--- config.mk ---
export PLATFORM = sky130hd
export DESIGN_NAME = slow_write_nvm
export DESIGN_NICKNAME = d
export VERILOG_FILES = /design/src/rtl/slow_nvm_pkg.sv /design/src/rtl/slow_nvm_wctrl.sv /design/src/rtl/slow_nvm_array.sv /design/src/rtl/slow_write_nvm.sv
export SDC_FILE = /design/constraint.sdc
export NUM_CORES = 1
export LEC_CHECK = 0
export BUFFER_PORTS_ARGS = -buffer_cell sky130_fd_sc_hd__clkbuf_2
export CAP_MARGIN = 20
export CORE_MARGIN = 2
export CORE_UTILIZATION = 50
export CTS_CLUSTER_DIAMETER = 100
export DETAILED_ROUTE_END_ITERATION = 10
export HOLD_SLACK_MARGIN = 0.05
export PLACE_DENSITY = 0.79
export SLEW_MARGIN = 20
export SYNTH_ARGS = -nofsm -noshare
export SYNTH_HDL_FRONTEND = slang
export SYNTH_HIERARCHICAL = 1
export SYNTH_SLANG_ARGS = --single-unit
--- constraint.sdc ---
create_clock -name clk -period 3.2 [get_ports clk]
set_clock_uncertainty 0.1 [all_clocks]
set_input_delay 0.48 -clock clk [delete_from_list [all_inputs] [get_ports clk]]
set_output_delay 0.48 -clock clk [all_outputs]
set_load 0.02 [all_outputs]
--- src/rtl/slow_nvm_pkg.sv ---
package slow_nvm_pkg;
    typedef enum logic {
        WST_IDLE    = 1'b0,
        WST_PROGRAM = 1'b1
    } wst_e;
endpackage

--- src/rtl/slow_nvm_wctrl.sv ---
module slow_nvm_wctrl
    import slow_nvm_pkg::*;
#(
    parameter int ADDR_W = 4,
    parameter int DATA_W = 8,
    parameter int WR_LAT = 4,
    parameter int CNT_W  = 32
) (
    input  logic              clk,
    input  logic              rst_n,
    input  logic              en,
    input  logic              wr,
    input  logic [ADDR_W-1:0] waddr,
    input  logic [DATA_W-1:0] wdata,
    output logic              busy,
    output logic              wr_err,
    output logic [CNT_W-1:0]  stall_cycles,
    output logic              cmt_en,
    output logic [ADDR_W-1:0] cmt_addr,
    output logic [DATA_W-1:0] cmt_data
);
    localparam int LAT_W = (WR_LAT > 2) ? $clog2(WR_LAT - 1) : 1;
    localparam logic [LAT_W-1:0] CNT_LOAD = LAT_W'((WR_LAT > 1) ? WR_LAT - 2 : 0);
    localparam bit DIRECT = (WR_LAT == 1);

    wst_e              state_q, state_d;
    logic [LAT_W-1:0]  cnt_q;
    logic [ADDR_W-1:0] hold_addr_q;
    logic [DATA_W-1:0] hold_data_q;
    logic              err_q;
    logic [CNT_W-1:0]  stall_q;
    logic              accept;

    assign accept = en && wr && (state_q == WST_IDLE);
    assign busy   = (state_q == WST_PROGRAM);

    // Next-state logic
    always_comb begin
        state_d = state_q;
        unique case (state_q)
            WST_IDLE:    if (accept && !DIRECT) state_d = WST_PROGRAM;
            WST_PROGRAM: if (cnt_q == '0)       state_d = WST_IDLE;
            default:                            state_d = WST_IDLE;
        endcase
    end

    // State register and countdown
    always_ff @(posedge clk or negedge rst_n) begin
        if (!rst_n) begin
            state_q <= WST_IDLE;
            cnt_q   <= '0;
        end else begin
            state_q <= state_d;
            if (accept)
                cnt_q <= CNT_LOAD;
            else if (busy && (cnt_q != '0))
                cnt_q <= cnt_q - 1'b1;
        end
    end

    // Holding registers: data path only, not reset
    always_ff @(posedge clk) begin
        if (accept) begin
            hold_addr_q <= waddr;
            hold_data_q <= wdata;
        end
    end

    // Registered outputs
    always_ff @(posedge clk or negedge rst_n) begin
        if (!rst_n) begin
            err_q   <= 1'b0;
            stall_q <= '0;
        end else begin
            err_q   <= en && wr && busy;
            stall_q <= stall_q + CNT_W'(busy);
        end
    end

    assign wr_err       = err_q;
    assign stall_cycles = stall_q;

    generate
        if (DIRECT) begin : g_direct
            assign cmt_en   = accept;
            assign cmt_addr = waddr;
            assign cmt_data = wdata;

            AST_DIRECT_NEVER_BUSY: assert property (@(posedge clk) disable iff (!rst_n)
                !busy);
        end else begin : g_delayed
            assign cmt_en   = busy && (cnt_q == '0);
            assign cmt_addr = hold_addr_q;
            assign cmt_data = hold_data_q;

            AST_HOLD_FROZEN: assert property (@(posedge clk) disable iff (!rst_n)
                busy && $past(busy) |-> $stable(hold_addr_q) && $stable(hold_data_q));
        end
    endgenerate

    // Checker counter for the busy window length
    logic [31:0] chk_run_q;
    always_ff @(posedge clk or negedge rst_n) begin
        if (!rst_n)    chk_run_q <= '0;
        else if (busy) chk_run_q <= chk_run_q + 1;
        else           chk_run_q <= '0;
    end

    AST_BUSY_SPAN: assert property (@(posedge clk) disable iff (!rst_n)
        $fell(busy) |-> chk_run_q == 32'(WR_LAT - 1));
    AST_REJECT_FLAGGED: assert property (@(posedge clk) disable iff (!rst_n)
        en && wr && busy |=> wr_err);
    AST_FLAG_HAS_CAUSE: assert property (@(posedge clk) disable iff (!rst_n)
        wr_err |-> $past(busy) && $past(en) && $past(wr));
    AST_STALL_STEP: assert property (@(posedge clk) disable iff (!rst_n)
        busy |=> stall_cycles == $past(stall_cycles) + 1'b1);
endmodule

--- src/rtl/slow_nvm_array.sv ---
module slow_nvm_array #(
    parameter int ADDR_W = 4,
    parameter int DATA_W = 8
) (
    input  logic              clk,
    input  logic              rst_n,
    input  logic              en,
    input  logic              rd,
    input  logic [ADDR_W-1:0] raddr,
    input  logic              cmt_en,
    input  logic [ADDR_W-1:0] cmt_addr,
    input  logic [DATA_W-1:0] cmt_data,
    output logic [DATA_W-1:0] rdata,
    output logic              rvalid
);
    localparam int DEPTH = 1 << ADDR_W;

    logic [DATA_W-1:0] mem [DEPTH];

    // Storage: never reset, it models a nonvolatile array
    always_ff @(posedge clk) begin
        if (cmt_en) mem[cmt_addr] <= cmt_data;
    end

    // Read port: old value on a same-edge commit
    always_ff @(posedge clk or negedge rst_n) begin
        if (!rst_n) begin
            rdata  <= '0;
            rvalid <= 1'b0;
        end else if (en) begin
            if (rd) begin
                rdata  <= mem[raddr];
                rvalid <= 1'b1;
            end else begin
                rdata  <= '0;
                rvalid <= 1'b0;
            end
        end
    end

    AST_READ_VALID: assert property (@(posedge clk) disable iff (!rst_n)
        en && rd |=> rvalid);
    AST_IDLE_QUIET: assert property (@(posedge clk) disable iff (!rst_n)
        en && !rd |=> !rvalid && rdata == '0);
    AST_DISABLED_HOLD: assert property (@(posedge clk) disable iff (!rst_n)
        !en |=> $stable(rdata) && $stable(rvalid));
endmodule

--- src/rtl/slow_write_nvm.sv ---
module slow_write_nvm #(
    parameter int ADDR_W = 4,
    parameter int DATA_W = 8,
    parameter int WR_LAT = 4,
    parameter int CNT_W  = 32
) (
    input  logic              clk,
    input  logic              rst_n,
    input  logic              en,
    input  logic              rd,
    input  logic              wr,
    input  logic [ADDR_W-1:0] raddr,
    input  logic [ADDR_W-1:0] waddr,
    input  logic [DATA_W-1:0] wdata,
    output logic [DATA_W-1:0] rdata,
    output logic              rvalid,
    output logic              busy,
    output logic              wr_err,
    output logic [CNT_W-1:0]  stall_cycles
);
    logic              cmt_en;
    logic [ADDR_W-1:0] cmt_addr;
    logic [DATA_W-1:0] cmt_data;

    slow_nvm_wctrl #(
        .ADDR_W(ADDR_W), .DATA_W(DATA_W), .WR_LAT(WR_LAT), .CNT_W(CNT_W)
    ) wctrl_i (
        .clk(clk), .rst_n(rst_n), .en(en), .wr(wr),
        .waddr(waddr), .wdata(wdata),
        .busy(busy), .wr_err(wr_err), .stall_cycles(stall_cycles),
        .cmt_en(cmt_en), .cmt_addr(cmt_addr), .cmt_data(cmt_data)
    );

    slow_nvm_array #(
        .ADDR_W(ADDR_W), .DATA_W(DATA_W)
    ) array_i (
        .clk(clk), .rst_n(rst_n), .en(en), .rd(rd), .raddr(raddr),
        .cmt_en(cmt_en), .cmt_addr(cmt_addr), .cmt_data(cmt_data),
        .rdata(rdata), .rvalid(rvalid)
    );

    AST_WR_LAT_LEGAL: assert property (@(posedge clk) disable iff (!rst_n)
        rvalid |-> WR_LAT >= 1);
endmodule

==> flow_summary.html <==
<table>
<tr><th>Metric</th><th>Value</th></tr>
<tr><th colspan="2">Drt</th></tr>
<tr><td>WL per Instance</td><td>20.8 um</td></tr>
<tr><td>Antenna Violating Nets Remaining</td><td>0</td></tr>
<tr><td>Number of iterations in the first detailed-routing pass</td><td>5</td></tr>
<tr><td>First-iteration detailed-routing DRC count</td><td>481</td></tr>
<tr><td>Total number of vias</td><td>4328</td></tr>
<tr><td>DRC Markers</td><td>0</td></tr>
<tr><td>Final wirelength</td><td>15500 um</td></tr>
<tr><td>Number of vias per cell</td><td>5.80</td></tr>
<tr><th colspan="2">Cells and area</th></tr>
<tr><td>Number of nets in the final layout</td><td>575</td></tr>
<tr><td>Finished Cell Area</td><td>8520 sq um</td></tr>
<tr><td>Share of post-route cells with drive strength above 1</td><td>0.187</td></tr>
<tr><td>Fraction of the core area covered by cells at the end of the flow</td><td>0.586</td></tr>
<tr><td>Total of fill cells in the finished design</td><td>1077</td></tr>
<tr><td>Final std cells w/o fill</td><td>746</td></tr>
<tr><td>Layout Area Growth over Synthesis</td><td>14.2%</td></tr>
<tr><td>Antenna diode count</td><td>0</td></tr>
<tr><th colspan="2">Synth</th></tr>
<tr><td>Share of the yosys chip area belonging to registers</td><td>0.714</td></tr>
<tr><td>Cell accounting for the most synthesized area</td><td>sky130_fd_sc_hd__edfxtp_1</td></tr>
<tr><td>Net count of the mapped netlist</td><td>498</td></tr>
<tr><td>Commonest register cell after synthesis</td><td>sky130_fd_sc_hd__edfxtp_1</td></tr>
<tr><td>Area contributors post-synth</td><td>sky130_fd_sc_hd__edfxtp_1, sky130_fd_sc_hd__dfrtp_1, sky130_fd_sc_hd__mux2i_1</td></tr>
<tr><td>Cell area after synthesis</td><td>7460 sq um</td></tr>
<tr><td>Netlist cell types</td><td>37</td></tr>
<tr><td>Cells after synthesis</td><td>473</td></tr>
<tr><td>Share of the synthesized area in the top cell type</td><td>0.563</td></tr>
<tr><td>Share of flip-flops with an asynchronous set or reset after synthesis</td><td>0.243</td></tr>
<tr><td>Count of synthesis-stage warnings from yosys</td><td>6</td></tr>
<tr><td>Mean post-synth cell area</td><td>15.8 sq um</td></tr>
<tr><td>Number of flops mapped to enable cells by yosys</td><td>140</td></tr>
<tr><td>Ranking of synthesized cells by instance count</td><td>sky130_fd_sc_hd__edfxtp_1, sky130_fd_sc_hd__mux2i_1, sky130_fd_sc_hd__dfrtp_1, sky130_fd_sc_hd__nand3_1, sky130_fd_sc_hd__a22oi_1</td></tr>
<tr><td>Library cell with the highest instance count after synthesis</td><td>sky130_fd_sc_hd__edfxtp_1</td></tr>
<tr><td>Synthesized flop and latch total</td><td>185</td></tr>
<tr><th colspan="2">GRT</th></tr>
<tr><td>Largest net degree at the start of global routing</td><td>46</td></tr>
<tr><td>Wire length of the first global-routing pass</td><td>24600 um</td></tr>
<tr><td>Initial antenna violation count</td><td>0</td></tr>
<tr><td>Vias in the first global route</td><td>4418</td></tr>
<tr><td>Gr usage total</td><td>0.204</td></tr>
<tr><td>Total global routing overflow</td><td>0</td></tr>
<tr><th colspan="2">STA</th></tr>
<tr><td>Post-layout worst setup margin</td><td>0.869 ns</td></tr>
<tr><td>Total of endpoints with negative setup slack in the final report</td><td>0</td></tr>
<tr><td>RSZ-0062 raised after global routing</td><td>false</td></tr>
<tr><td>Setup TNS</td><td>0 ns</td></tr>
<tr><td>Peak clock frequency supported by timing</td><td>429 MHz</td></tr>
<tr><td>Final worst path period share</td><td>0.729</td></tr>
<tr><td>Worst slew margin relative to its limit</td><td>0.487</td></tr>
<tr><td>Final count of hold timing violations</td><td>0</td></tr>
<tr><td>Final period demand of the worst path</td><td>2.33 ns</td></tr>
<tr><td>Final hold slack</td><td>0.126 ns</td></tr>
<tr><td>Least-Margin Pin Slew</td><td>0.767 ns</td></tr>
<tr><td>Max-slew violation count</td><td>0</td></tr>
<tr><th colspan="2">Critical path</th></tr>
<tr><td>CP cell instances</td><td>inv_1 -&gt; ha_1 -&gt; and2_1 -&gt; or3b_2 -&gt; nor2_1</td></tr>
<tr><td>Largest fanout of any net on the critical path</td><td>8</td></tr>
<tr><td>Slowest cell delay on critical path</td><td>0.58 ns</td></tr>
<tr><td>Critical path data required time</td><td>3.15 ns</td></tr>
<tr><td>Worst R2R Setup Slack</td><td>0.87 ns</td></tr>
<tr><td>Path depth of the worst reg2reg path</td><td>5</td></tr>
<tr><td>CP max stage cell</td><td>sky130_fd_sc_hd__nor2_1</td></tr>
<tr><td>Reg-to-reg critical path endpoint</td><td>array_i/mem[1][1]$_DFFE_PP_</td></tr>
<tr><td>CP Launch Type</td><td>flip-flop</td></tr>
<tr><td>Crit end category</td><td>flip-flop</td></tr>
<tr><td>WP data arrival</td><td>2.29 ns</td></tr>
<tr><td>Setup CP Type</td><td>reg -&gt; reg</td></tr>
<tr><td>Launching point of the worst reg2reg path</td><td>wctrl_i/cnt_q[0]$_DFFE_PN0P_</td></tr>
<tr><th colspan="2">Min path</th></tr>
<tr><td>Hold/Removal Path Class</td><td>in -&gt; reg</td></tr>
<tr><td>Startpoint of the worst hold path</td><td>waddr[3]</td></tr>
<tr><td>Hold endpoint</td><td>wctrl_i/cmt_addr[3]$_DFFE_PP_</td></tr>
<tr><td>WHS Path Cells</td><td>1</td></tr>
<tr><th colspan="2">Clock network</th></tr>
<tr><td>Clk buf depth</td><td>2</td></tr>
<tr><td>Worst-Skew Late Latency</td><td>0.42 ns</td></tr>
<tr><td># Post-CTS Setup Buffers</td><td>0</td></tr>
<tr><td>Cell at the root of the clock tree</td><td>sky130_fd_sc_hd__clkbuf_16</td></tr>
<tr><td>H-tree level count</td><td>4</td></tr>
<tr><td>Number of buffers created by CTS</td><td>17</td></tr>
<tr><td>Clock slew at reported path FFs</td><td>0.06 ns</td></tr>
<tr><td>Clock sink count</td><td>185</td></tr>
<tr><td>Number of gates resized after CTS</td><td>0</td></tr>
<tr><td>Clock tree from TritonCTS</td><td>built</td></tr>
<tr><th colspan="2">Floorplan</th></tr>
<tr><td>Initial core utilization</td><td>0.513</td></tr>
<tr><td>Die ar.</td><td>15900 sq um</td></tr>
<tr><td>Vertical extent of the die</td><td>126 um</td></tr>
<tr><td>Placement row count</td><td>44</td></tr>
<tr><td>Horizontal die dimension</td><td>126 um</td></tr>
<tr><td>Io pins</td><td>64</td></tr>
<tr><td>Core outline area</td><td>14500 sq um</td></tr>
<tr><th colspan="2">Placement</th></tr>
<tr><td>HPWL reported at the end of detailed placement</td><td>10000 um</td></tr>
<tr><td>Dpl ws</td><td>0.884 ns</td></tr>
<tr><td>Total placed instance area</td><td>7940 sq um</td></tr>
<tr><td>Placed instance count</td><td>714</td></tr>
<tr><td>Placer Congestion</td><td>0.838</td></tr>
<tr><td>Count of input and output buffers</td><td>63</td></tr>
<tr><th colspan="2">Outcome</th></tr>
<tr><td>Run status</td><td>completed</td></tr>
<tr><th colspan="2">Flow run</th></tr>
<tr><td>Number of maximum-capacitance violations</td><td>0</td></tr>
<tr><th colspan="2">Power and ir drop</th></tr>
<tr><td>Max IR drop VDD</td><td>0.440 mV</td></tr>
<tr><td>Total power divided by cell area</td><td>634 nW/um^2</td></tr>
<tr><td>Final Power</td><td>5.40 mW</td></tr>
<tr><td>Static Leak</td><td>3.33 nW</td></tr>
</table>
==> flip-flops by register name, summed over array words and instances, names as in the netlist <==
name                  cells
wctrl_i/wr_err            1
wctrl_i/cnt_q             2
array_i/rvalid            1
wctrl_i/busy              1
array_i/rdata             8
wctrl_i/cmt_data          8
array_i/mem             128
wctrl_i/stall_cycles     32
wctrl_i/cmt_addr          4
==> worst max path at each step <==
stage / slack (ns) / cells after the start / end / from
floorplan: 0.90 / 3 / array_i/mem[0][0]$_DFFE_PP_ / wctrl_i/busy$_DFF_PN0_
global placement: 0.98 / 5 / array_i/mem[1][4]$_DFFE_PP_ / wctrl_i/cnt_q[0]$_DFFE_PN0P_
detailed placement: 0.88 / 5 / array_i/mem[1][0]$_DFFE_PP_ / wctrl_i/cnt_q[0]$_DFFE_PN0P_
CTS: 0.88 / 5 / array_i/mem[1][1]$_DFFE_PP_ / wctrl_i/cnt_q[0]$_DFFE_PN0P_
global route: 0.72 / 5 / array_i/mem[1][1]$_DFFE_PP_ / wctrl_i/cnt_q[0]$_DFFE_PN0P_
finish: 0.87 / 5 / array_i/mem[1][1]$_DFFE_PP_ / wctrl_i/cnt_q[0]$_DFFE_PN0P_
==> per-layer routing <==
layer	track usage	up-vias	part of all wire
met5	0	-	0
met4	0.0840	0	0.021
met3	0.0497	26	0.072
met2	0.316	169	0.48
met1	0.281	2179	0.43
li1	-	1954	-
==> layout make-up <==
class                      instances  area, sq um  share of cell area
clock buffer                      20          437              0.0512
clock inverter                    11          130              0.0153
inverter                           5         18.8             0.00220
multi-input combinational        268         1960               0.231
sequential                       185         5330               0.626
tap                              184          230              0.0270
timing repair buffer              73          410              0.0482
==> what timing repair did <==
item	CTS	global route
setup endpoints to repair	0	0
hold buffers	1	0
endpoints found under the hold margin	45	0
==> worst max-delay path: cells and delay by family (launching register included) <==
kind	cells	cell delay (ns)
adders and majority gates	1	0.14
DFF	1	0.39
buffers and inverters	1	0.06
and+or+nand+nor	3	1.26
==> where the power goes <==
part | total (mW) | internal, mW | switching (mW) | leakage (nW)
logic | 0.476 | 0.173 | 0.303 | 1.20
registers | 2.89 | 2.73 | 0.154 | 1.86
clock network | 2.04 | 1.21 | 0.829 | 0.270
total | 5.40 | 4.12 | 1.29 | 3.33
==> logic make-up (layout without fill, tap and decap cells) <==
kind of cell    count (synthesis)  in the layout  share of synthesized area
flops                         185            185                      0.714
buf+inv                        20            109                     0.0225
fa+ha+maj                       4              4                    0.00671
mux                            64             64                     0.0858
compound gates                 35             35                     0.0319
simple gates                  135            135                      0.104
xor+xnor                       30             30                     0.0352
==> layout by cell type (no fill, tap or decap), drive strengths merged, types with 6 or more instances in the layout <==
cell / synthesis / layout
edfxtp: 140 / 140
dfrtp: 45 / 45
buf: 14 / 10
xor2: 9 / 9
a21oi: 8 / 8
nor2: 20 / 20
nand2: 19 / 19
nand3: 40 / 40
nand2b: 11 / 11
clkinv: 0 / 6
xnor2: 21 / 21
clkbuf: 1 / 82
a22oi: 24 / 24
nand4: 17 / 17
mux2i: 64 / 64
nor3: 7 / 7
No activity file was read; power rests on OpenSTA's default activity.
